===== config.mk =====
export PLATFORM = sky130hd
export DESIGN_NAME = dreq_serial_enc
export DESIGN_NICKNAME = d
export VERILOG_FILES = /design/src/rtl/dreq_ser_pkg.sv /design/src/rtl/dreq_ser_capture.sv /design/src/rtl/dreq_ser_seq.sv /design/src/rtl/dreq_ser_slot_mux.sv /design/src/rtl/dreq_serial_enc.sv
export SDC_FILE = /design/constraint.sdc
export NUM_CORES = 1
export LEC_CHECK = 0
export ABC_AREA = 0
export BUFFER_PORTS_ARGS = -buffer_cell sky130_fd_sc_hd__buf_4
export CAP_MARGIN = 30
export CORE_MARGIN = 2
export CORE_UTILIZATION = 48
export CTS_BUF_LIST = sky130_fd_sc_hd__clkbuf_8 sky130_fd_sc_hd__clkbuf_16
export DETAILED_ROUTE_END_ITERATION = 10
export GPL_TIMING_DRIVEN = 0
export HOLD_SLACK_MARGIN = 0.03
export PLACE_DENSITY = 0.72
export SYNTH_ARGS = -nofsm -noshare
export SYNTH_HDL_FRONTEND = slang
export SYNTH_SLANG_ARGS = --single-unit
export TNS_END_PERCENT = 10

===== constraint.sdc =====
create_clock -name clk -period 1.35 [get_ports clk]
set_input_delay 0.0675 -clock clk [delete_from_list [all_inputs] [get_ports clk]]
set_output_delay 0.0675 -clock clk [all_outputs]
set_load 0.05 [all_outputs]

===== src/rtl/dreq_ser_pkg.sv =====
package dreq_ser_pkg;

   typedef enum logic [1:0] {
      ST_IDLE  = 2'd0,
      ST_START = 2'd1,
      ST_DATA  = 2'd2,
      ST_HOLD  = 2'd3
   } ser_state_e;

endpackage


===== src/rtl/dreq_ser_capture.sv =====
module dreq_ser_capture #(
   parameter int unsigned          NUM_CH    = 8,
   parameter logic [NUM_CH-1:0]    FORCE_LOW = NUM_CH'(8'h10)
) (
   input  logic              clk,
   input  logic              rst_n,
   input  logic [NUM_CH-1:0] dreq,
   input  logic              load,
   output logic [NUM_CH-1:0] eff_req,
   output logic [NUM_CH-1:0] shadow,
   output logic              any_req,
   output logic              set_changed
);

   logic [NUM_CH-1:0] shadow_q;

   // masked channels never count as pending
   assign eff_req     = dreq & ~FORCE_LOW;
   assign any_req     = |eff_req;
   assign set_changed = (eff_req != shadow_q);
   assign shadow      = shadow_q;

   always_ff @(posedge clk or negedge rst_n) begin
      if (!rst_n)    shadow_q <= '0;
      else if (load) shadow_q <= eff_req;
   end

endmodule


===== src/rtl/dreq_ser_seq.sv =====
module dreq_ser_seq
   import dreq_ser_pkg::*;
#(
   parameter int unsigned NUM_CH = 8,
   localparam int unsigned SW    = (NUM_CH > 1) ? $clog2(NUM_CH) : 1
) (
   input  logic          clk,
   input  logic          rst_n,
   input  logic          any_req,
   input  logic          set_changed,
   output ser_state_e    state,
   output logic [SW-1:0] slot,
   output logic          load
);

   localparam logic [SW-1:0] LAST = SW'(NUM_CH - 1);

   ser_state_e    state_q, state_d;
   logic [SW-1:0] slot_q, slot_d;

   assign load  = (state_q == ST_IDLE) && any_req;
   assign state = state_q;
   assign slot  = slot_q;

   always_comb begin
      state_d = state_q;
      slot_d  = slot_q;
      unique case (state_q)
         ST_IDLE:  if (any_req) state_d = ST_START;
         ST_START: begin
            state_d = ST_DATA;
            slot_d  = '0;
         end
         ST_DATA: begin
            if (slot_q == LAST) begin
               state_d = (!any_req || set_changed) ? ST_IDLE : ST_HOLD;
            end else begin
               slot_d = slot_q + SW'(1);
            end
         end
         ST_HOLD:  if (!any_req || set_changed) state_d = ST_IDLE;
         default:  state_d = ST_IDLE;
      endcase
   end

   always_ff @(posedge clk or negedge rst_n) begin
      if (!rst_n) begin
         state_q <= ST_IDLE;
         slot_q  <= '0;
      end else begin
         state_q <= state_d;
         slot_q  <= slot_d;
      end
   end

endmodule


===== src/rtl/dreq_ser_slot_mux.sv =====
module dreq_ser_slot_mux
   import dreq_ser_pkg::*;
#(
   parameter int unsigned          NUM_CH    = 8,
   parameter logic [NUM_CH-1:0]    FORCE_LOW = NUM_CH'(8'h10),
   localparam int unsigned         SW        = (NUM_CH > 1) ? $clog2(NUM_CH) : 1
) (
   input  ser_state_e        state,
   input  logic [SW-1:0]     slot,
   input  logic [NUM_CH-1:0] shadow,
   output logic              req_n
);

   logic [NUM_CH-1:0] slot_lvl;

   for (genvar g = 0; g < NUM_CH; g++) begin : g_lvl
      if (FORCE_LOW[g]) begin : g_forced
         assign slot_lvl[g] = 1'b0;
      end else begin : g_live
         assign slot_lvl[g] = ~shadow[g];
      end
   end

   always_comb begin
      unique case (state)
         ST_IDLE:  req_n = 1'b1;
         ST_DATA:  req_n = slot_lvl[slot];
         default:  req_n = 1'b0;
      endcase
   end

endmodule


===== src/rtl/dreq_serial_enc.sv =====
module dreq_serial_enc
   import dreq_ser_pkg::*;
#(
   parameter int unsigned          NUM_CH    = 8,
   parameter logic [NUM_CH-1:0]    FORCE_LOW = NUM_CH'(8'h10)
) (
   input  logic              clk,
   input  logic              rst_n,
   input  logic [NUM_CH-1:0] dreq,
   output logic              req_n
);

   localparam int unsigned SW = (NUM_CH > 1) ? $clog2(NUM_CH) : 1;

   if (NUM_CH < 2) begin : g_bad_width
      $error("dreq_serial_enc: NUM_CH must be at least 2");
   end
   if (FORCE_LOW == {NUM_CH{1'b1}}) begin : g_bad_mask
      $error("dreq_serial_enc: every channel masked");
   end

   logic [NUM_CH-1:0] eff_req;
   logic [NUM_CH-1:0] shadow;
   logic              any_req;
   logic              set_changed;
   logic              load;
   ser_state_e        state;
   logic [SW-1:0]     slot;

   dreq_ser_capture #(.NUM_CH(NUM_CH), .FORCE_LOW(FORCE_LOW)) u_cap (
      .clk(clk), .rst_n(rst_n), .dreq(dreq), .load(load),
      .eff_req(eff_req), .shadow(shadow), .any_req(any_req),
      .set_changed(set_changed)
   );

   dreq_ser_seq #(.NUM_CH(NUM_CH)) u_seq (
      .clk(clk), .rst_n(rst_n), .any_req(any_req),
      .set_changed(set_changed), .state(state), .slot(slot), .load(load)
   );

   dreq_ser_slot_mux #(.NUM_CH(NUM_CH), .FORCE_LOW(FORCE_LOW)) u_mux (
      .state(state), .slot(slot), .shadow(shadow), .req_n(req_n)
   );

endmodule


### Word level (Yosys, flattened, before mapping)

Cells that the tools add are included.

* $add $sub $neg: 1
* $lt $le $gt $ge: 1
* equality and inequality tests: 9
* muxes and demuxes: 10
* bitwise operators: 7
* reduce and logical (&&, ||, !) cells: 8

Operators with widths (number)
* $mux 2: 4
* $pmux 2 s4: 1
* $ne 7x7->1: 1
* $not 1->1: 7
* $reduce_or 7->1: 1
* $ne 2x2->1 const B: 3
* $pmux 3 s2: 1
* $eq 2x2->1 const B: 2
* $lt 3x4->1 const B: 1
* $add 3x1->3 const B: 1
* $bmux 1 s3: 1
* $eq 3x3->1 const B: 1
* $mux 3: 1
* $reduce_and 3->1: 1
* $eq 2x1->1 const B: 1
* $logic_not 2->1: 1
* $ne 2x1->1 const B: 1
* $pmux 1 s2: 1
* $reduce_and 2->1: 1
* $reduce_bool 2->1: 1
* $logic_and 1x1->1: 1
* $logic_not 1->1: 1
* $logic_or 1x1->1: 1
* $mux 1: 1

* flip-flop bits (word level): 12
* input port bits: 10
* logic and storage cells: 39

### Logic depth before layout (Yosys ltp)

Gate-level depths: netlist of the first run.

* depth in word-level cells: 6
* gate-level depth with buffers: 6
* depth with buffers taken out: 6

### Hierarchy

A second synthesis of the first run with hierarchy kept.

* cells, all modules: 75
* area total of the unflattened synthesis: 783.3 um^2

Modules (own cells, without submodules)
* dreq_ser_capture: instances 1, cells an instance 37, area each 419.2 um^2, seq. area each 175.2 um^2
* dreq_ser_seq: instances 1, cells an instance 29, area each 291.5 um^2, seq. area each 125.1 um^2
* dreq_ser_slot_mux: instances 1, cells an instance 9, area each 72.6 um^2, seq. area each 0.0 um^2

### Least setup slack after synthesis of the first run

OpenSTA, ideal clock, no wires.

* path type: flip-flop to output port
* start: reg u_seq.slot_q[0], in the netlist u_seq.slot[0]
* end: out req_n
* data arrival time: 1592 ps
* slack: -309 ps
* stages on the path, launching flop included: 4
* path buffers: 0
* cells stage by stage: dfrtp_1 > mux4_2 > a21o_1 > a21oi_2

* word-level cells in the longest chain between the ends: 3

Ends and longest elaborated chain
* start, declared: RTL line dreq_ser_seq.sv:19 `logic [SW-1:0] slot_q, slot_d;`
* start signal, assigned: RTL line dreq_ser_seq.sv:52 `slot_q <= slot_d;`
* $bmux 1 s3: RTL line dreq_ser_slot_mux.sv:27 `ST_DATA: req_n = slot_lvl[slot];`
* $mux 1 (not written as such): RTL line dreq_ser_slot_mux.sv:27
* $pmux 1 s2: RTL line dreq_ser_slot_mux.sv:25 `unique case (state)`
* end, declared: RTL line dreq_serial_enc.sv:10 `output logic req_n`

No other way between the ends. The select of a mux whose other input is x is not followed.

### Final worst setup path of the first run

Same ends and word-level chain as after synthesis.

==> metrics.md, run 1 <==
| Metric | Value |
|---|---|
| Hold Violations, Final | 0 |
| Clock Latency Late Sink | approximately 0.24 ns |
| Ranking of synthesized cells by area | dfrtp_1 42%, mux2_4 8.4%, xnor2_1 6.1% |
| CTS clk-pin slew, worst paths | 0.05 ns |
| Reg-to-Reg Start | u_seq.slot[0] |
| Router iterations before antenna repair | 4 |
| Clk buf depth | 2 |
| Data required time of the critical path | 1.28 ns |
| CTS root buf | clkbuf_8 |
| DR DRC count | 0 |
| Syn avg cell area | 11.7 µm² |
| Tightest Hold Check Type | in2reg |
| P&R area growth vs syn | 28.6% |
| Global Route Usage Sum | 0.165 |
| PwrDens | 2630 nW/µm² |
| Top achievable clock speed | 0.593 GHz |
| Worst setup SP type | register |
| Post-Syn Area | 713 µm² |
| Die W | 42.5 µm |
| Maximum VDD drop | around 0.0011 V |
| RR Endpoint | u_seq.slot[0] |
| Post-route ant nets | 0 |
| Tightest Pin Transition | 0.258 ns |
| Die area | 1810 µm² |
| Placed cell count | 85 |
| Fin cells | 94 |
| Slew margin rel. | 0.828 |
| Hold worst-path end | u_cap.shadow[1] |
| First-pass GRT wire length | about 2100 µm |
| Worst R2R Setup Slack | -0.17 ns |
| Yosys reg bits | 12 |
| Die H | 42.5 µm |
| Status | finished, violations left |
| Post-synth top cells | 12 x dfrtp_1, 5 x xnor2_1, 4 x a22o_1, 4 x mux2_4, 4 x nand2_1 |
| 1st-iter DRT viols | 11 |
| RePlAce Congestion | roughly 0.8 |
| Core area | roughly 1400 µm² |
| Worst Setup End Kind | primary output |
| Total Neg Setup Slack | -0.715 ns |
| Synth cell types | 26 |
| Seq/Total Area, Yosys | 0.421 |
| Maxcap violations | 0 |
| I/O pins | 11 |
| Worst Path Max Fanout | 2 |
| Min-Delay Startpoint | dreq[1] |
| Critical path, cell by cell | mux4_2 -> a21o_1 -> a21oi_4 -> buf_6 |
| RSZ-0062 raised after global routing | yes |
| Fin worst setup slack | -0.336 ns |
| CTS tree | built |
| Htree depth | 1 |
| Synth Net Count | between 70 and 80 |
| Final min period | 1.69 ns |
| Routed len/inst | 14.9 µm |
| Port Buf Inserts | 9 |
| Synth area leader | dfrtp_1 |
| Mapped Cells | 61 |
| Worst R2R Path Depth | 6 |
| WS Path Type | reg2out |
| Effective utilization at floorplan | 0.528 |
| HPWL Detailed | roughly 1000 µm |
| Setup Viol. Count Final | 5 |
| Async SR Flop Fraction | 1.00 |
| Vias in the first global route | around 460 |
| Post-synth EDFFs | 0 |
| Largest net degree at the start of global routing | 13 |
| Top-area cell type share of the netlist area | 0.421 |
| Max Clock Skew | 0.00277 ns |
| Vias per inst | 5.71 |
| Initial antenna violation count | 0 |
| Final wirelength | 1400 µm |
| Inserted Clock Buffers | 3 |
| Worst EP arrival | ~1.6 ns |
| Layout cell share with drive strength beyond 1 | 0.443 |
| Failing checks | negative setup slack |
| Std-Cell Rows | 13 |
| Most common flop cell mapped by yosys | dfrtp_1 |
| Final max-slew violation count | 0 |
| Grt total ovfl | 0 |
| Vias after detailed routing | 537 |
| Final worst-path cycle share | 1.25 |
| YS warnings | 0 |
| Layout net count | slightly above 90 |
| Count of inserted antenna diode cells | 0 |
| Num Clock Sinks | 12 |
| CP max stage delay | ~0.50 ns |
| Leakage dissipation | 0.404 nW |
| Most numerous cell in the Yosys netlist | dfrtp_1 |
| Slowest library cell on the worst path | mux4_2 |
| Hold Path Stages | 2 |
-- power breakdown --
group | switching, mW | internal (mW) | leakage [nW]
Combinational | 0.614 | 0.762 | 0.239
Sequential | 0.165 | 0.543 | 0.143
Clock | 0.128 | 0.196 | 0.0216
Total | 0.907 | 1.50 | 0.404
-- flip-flops by register name (all words and copies together) (netlist names) --
name and count:
u_cap.shadow 7, u_seq.slot 3, u_seq.state 2
-- placed cells by master (no fill, tap or decap) --
cell type	Yosys	layout
buf_6	1	2
a21oi_4	0	2
o31ai_1	1	1
a211oi_1	1	1
nand2b_1	2	2
mux2_2	3	3
mux4_2	1	1
nand2_1	4	4
ha_1	2	1
o21ai_0	3	2
a22o_1	4	4
xnor2_1	5	5
nor2_4	1	1
mux2_4	4	4
ha_2	0	1
nor2_1	2	1
nor4_1	1	1
and2_4	1	1
dfrtp_2	0	1
dfrtp_1	12	11
nor3_1	2	2
buf_4	1	14
clkbuf_8	0	3
a21o_1	2	2
nand4_1	2	2
dlygate4sd3_1	0	1
inv_2	0	1
nor2_2	0	1
o21ai_1	0	1
xor2_1	2	2
mux2i_1	1	1
-- metal layers --
metal / GRT usage / part of all wire
met4: 0.0938 / 0.028
met2: 0.246 / 0.46
met5: 0 / 0
met1: 0.209 / 0.46
met3: 0.0517 / 0.049
-- logic make-up after synthesis --
group                      after synthesis  synth area share
and+or+nand+nor                         15             0.118
AOI/OAI and AO/OA                       13             0.132
DFF                                     12             0.421
muxes                                    9             0.177
xor gates and xnor gates                 7            0.0860
buffers and inverters                    3            0.0316
adders and majority gates                2            0.0351
-- how the worst max path moves through the flow --
stage | startpoint | end | slack, ns | depth (start not counted)
2_1_floorplan | u_seq.slot[0] | req_n | -0.16 | 3
3_3_place_gp | u_seq.slot[0] | req_n | -0.20 | 4
3_5_place_dp | u_seq.slot[0] | req_n | -0.21 | 4
4_1_cts | u_seq.slot[0] | req_n | -0.34 | 4
5_1_grt | u_seq.slot[0] | req_n | -0.38 | 4
6_report | u_seq.slot[0] | req_n | -0.34 | 4
-- through the flow --
stage                     hold WS (ns)   util  worst slack, ns  total power, mW  cell area (µm²)
after floorplan                 -0.228      -           -0.155             1.65              721
after global placement         -0.0868  0.598           -0.201             1.86              807
after detailed placement       -0.0870  0.598           -0.215             1.89              807
after CTS                       0.0819  0.650           -0.338             2.28              877
after global routing            0.0884  0.679           -0.382             2.55              917
final                           0.0807  0.679           -0.336             2.41              917
-- cell type report --
type / count / area (µm²)
Tap cell: 15 / 18.8
Clock buffer: 3 / 41.3
Fill cell: 109 / 433
Inverter: 1 / 3.75
Sequential cell: 12 / 302
Multi-Input combinational cell: 46 / 414
Timing Repair Buffer: 15 / 119
Buffer: 2 / 18.8
-- what timing repair did --
action                                  4_1_cts  5_1_grt
resized for setup                             5        3
hold buffers                                  1        0
hold endpoints to repair                     12        0
buffers inserted                              1        4
pin swaps                                     1        0
endpoints found under the setup margin        5        6
gates cloned                                  0        0
-- critical path: cells and delay by family (launching register included) --
kind / cells / cell delay [ns]
multiplexers: 1 / 0.50
flip-flops: 1 / 0.38
buffers and inverters: 1 / 0.17
AO/OA/AOI/OAI: 2 / 0.32
(Power assumes the default switching activity.)
==> run 2, diff against run 1 <==
CORE_UTILIZATION = 40   (was 48)
PLACE_DENSITY = unset   (was 0.72)
SLEW_MARGIN = 20   (was unset)
==> metrics.md, run 2 (synthesis gave the netlist of run 1 again) <==
| Metric | Value |
|---|---|
| Routed len/inst | 12.7 µm |
| Layout net count | 91 |
| Critical path, cell by cell | mux4_2 -> a21o_1 -> a21oi_4 -> buf_6 |
| Maxcap violations | 0 |
| Slowest library cell on the worst path | mux4_2 |
| Setup Viol. Count Final | 5 |
| 1st-iter DRT viols | 4 |
| DR DRC count | 0 |
| Port Buf Inserts | 9 |
| WS Path Type | reg2out |
| CTS root buf | clkbuf_8 |
| Slew margin rel. | 0.823 |
| Grt total ovfl | 0 |
| Final max-slew violation count | 0 |
| I/O pins | 11 |
| Worst R2R Path Depth | 6 |
| Top achievable clock speed | 0.599 GHz |
| Effective utilization at floorplan | 0.418 |
| Die H | 46.2 µm |
| Post-route ant nets | 0 |
| Num Clock Sinks | 12 |
| Tightest Pin Transition | 0.264 ns |
| Die W | 46.2 µm |
| Maximum VDD drop | 0.00109 V |
| Global Route Usage Sum | 0.151 |
| Count of inserted antenna diode cells | 0 |
| Commonest non-fill, non-tap cell in the layout | buf_4 |
| Status | finished, violations left |
| Hold Violations, Final | 0 |
| Vias in the first global route | ~500 |
| Router iterations before antenna repair | 3 |
| Fin util | 0.539 |
| Bufs and invs on worst path | 1 |
| RePlAce Congestion | 0.712 |
| Min-Delay Startpoint | dreq[2] |
| Final min period | approximately 1.7 ns |
| CTS clk-pin slew, worst paths | 0.05 ns |
| P&R area growth vs syn | 29.1% |
| CP max stage delay | 0.50 ns |
| Vias after detailed routing | about 500 |
| Hold Path Stages | 2 |
| Initial antenna violation count | 0 |
| Filler cell count | 159 |
| Tightest Hold Check Type | in2reg |
| Vias per inst | 4.83 |
| Hold worst-path end | u_cap.shadow[2] |
| WP depth | 4 |
| Max FFs per register | 7 |
| Htree depth | 1 |
| Final worst-path cycle share | 1.24 |
| Leading cell types in the layout, fill and taps excluded | 12 x buf_4, 11 x dfrtp_1, 5 x xnor2_1 |
| Die area | 2140 µm² |
| Critical path startpoint | u_seq.slot[0] |
| Leakage dissipation | about 0.4 nW |
| Core area | around 1700 µm² |
| First-pass GRT wire length | 2160 µm |
| Failing checks | negative setup slack |
| RR Endpoint | u_seq.slot[0] |
| Worst Path Max Fanout | 2 |
| Final wirelength | approximately 1300 µm |
| Clock Latency Late Sink | 0.24 ns |
| CTS tree | built |
| Inserted Clock Buffers | 3 |
| RSZ-0062 raised after global routing | yes |
| Std-Cell Rows | 15 |
| Pwr Total | 2.38 mW |
| Largest net degree at the start of global routing | 13 |
| Layout cell share with drive strength beyond 1 | 0.423 |
| Data required time of the critical path | about 1.3 ns |
| Max Clock Skew | 0.000845 ns |
| Worst EP arrival | ~1.6 ns |
| CP delay by family, top | multiplexers |
| PwrDens | 2590 nW/µm² |
| HPWL Detailed | 1000 µm |
| Reg-to-Reg Start | u_seq.slot[0] |
| Clk buf depth | 2 |
| Worst setup SP type | register |
| Fin worst setup slack | -0.321 ns |
| Worst Setup End Kind | primary output |
| Worst R2R Setup Slack | -0.16 ns |
## run 2: metal layers
layer	vias to the layer above	wire [µm]	global-route usage
met4	0	18	0.0686
met5	-	0	0
li1	255	-	-
met1	234	627	0.168
met3	2	49	0.0588
met2	7	614	0.253
## run 2: through the flow
step                hold WS, ns  TNS (ns)  instances  instance area [µm²]  setup WS [ns]
floorplan                -0.228    -0.196         61                  721         -0.155
global route             0.0829     -1.10        103                  921         -0.364
finish                   0.0805    -0.752        103                  921         -0.321
detailed placement      -0.0844    -0.689         95                  820         -0.203
CTS                      0.0765    -0.763        102                  911         -0.337
global placement        -0.0846    -0.695         95                  820         -0.206
## run 2: timing repair
action	4_1_cts	5_1_grt
resized for setup	4	2
setup endpoints to repair	5	6
endpoints found under the hold margin	12	0
pin swaps	1	0
setup buffers	2	1
hold buffers	1	0
## run 2: worst max-delay path by stage
stage	endpoint	slack, ns
global route	req_n	-0.36
detailed placement	req_n	-0.20
CTS	req_n	-0.34
global placement	req_n	-0.21
floorplan	req_n	-0.16
finish	req_n	-0.32
## run 2: area by class of cell
type                    instances  area, µm²  area share
inverters                       1       3.75     0.00408
well taps                      25       31.3      0.0340
repair buffers                 13        104       0.113
multi-input cells              46        407       0.442
flip-flops and latches         12        302       0.327
clock buffers                   4       55.1      0.0598
plain buffers                   2       18.8      0.0204
## run 2: power by group
part | total, mW | switching (mW) | internal [mW]
clock network | 0.384 | 0.127 | 0.257
registers | 0.701 | 0.158 | 0.543
logic | 1.30 | 0.582 | 0.716
total | 2.38 | 0.867 | 1.52
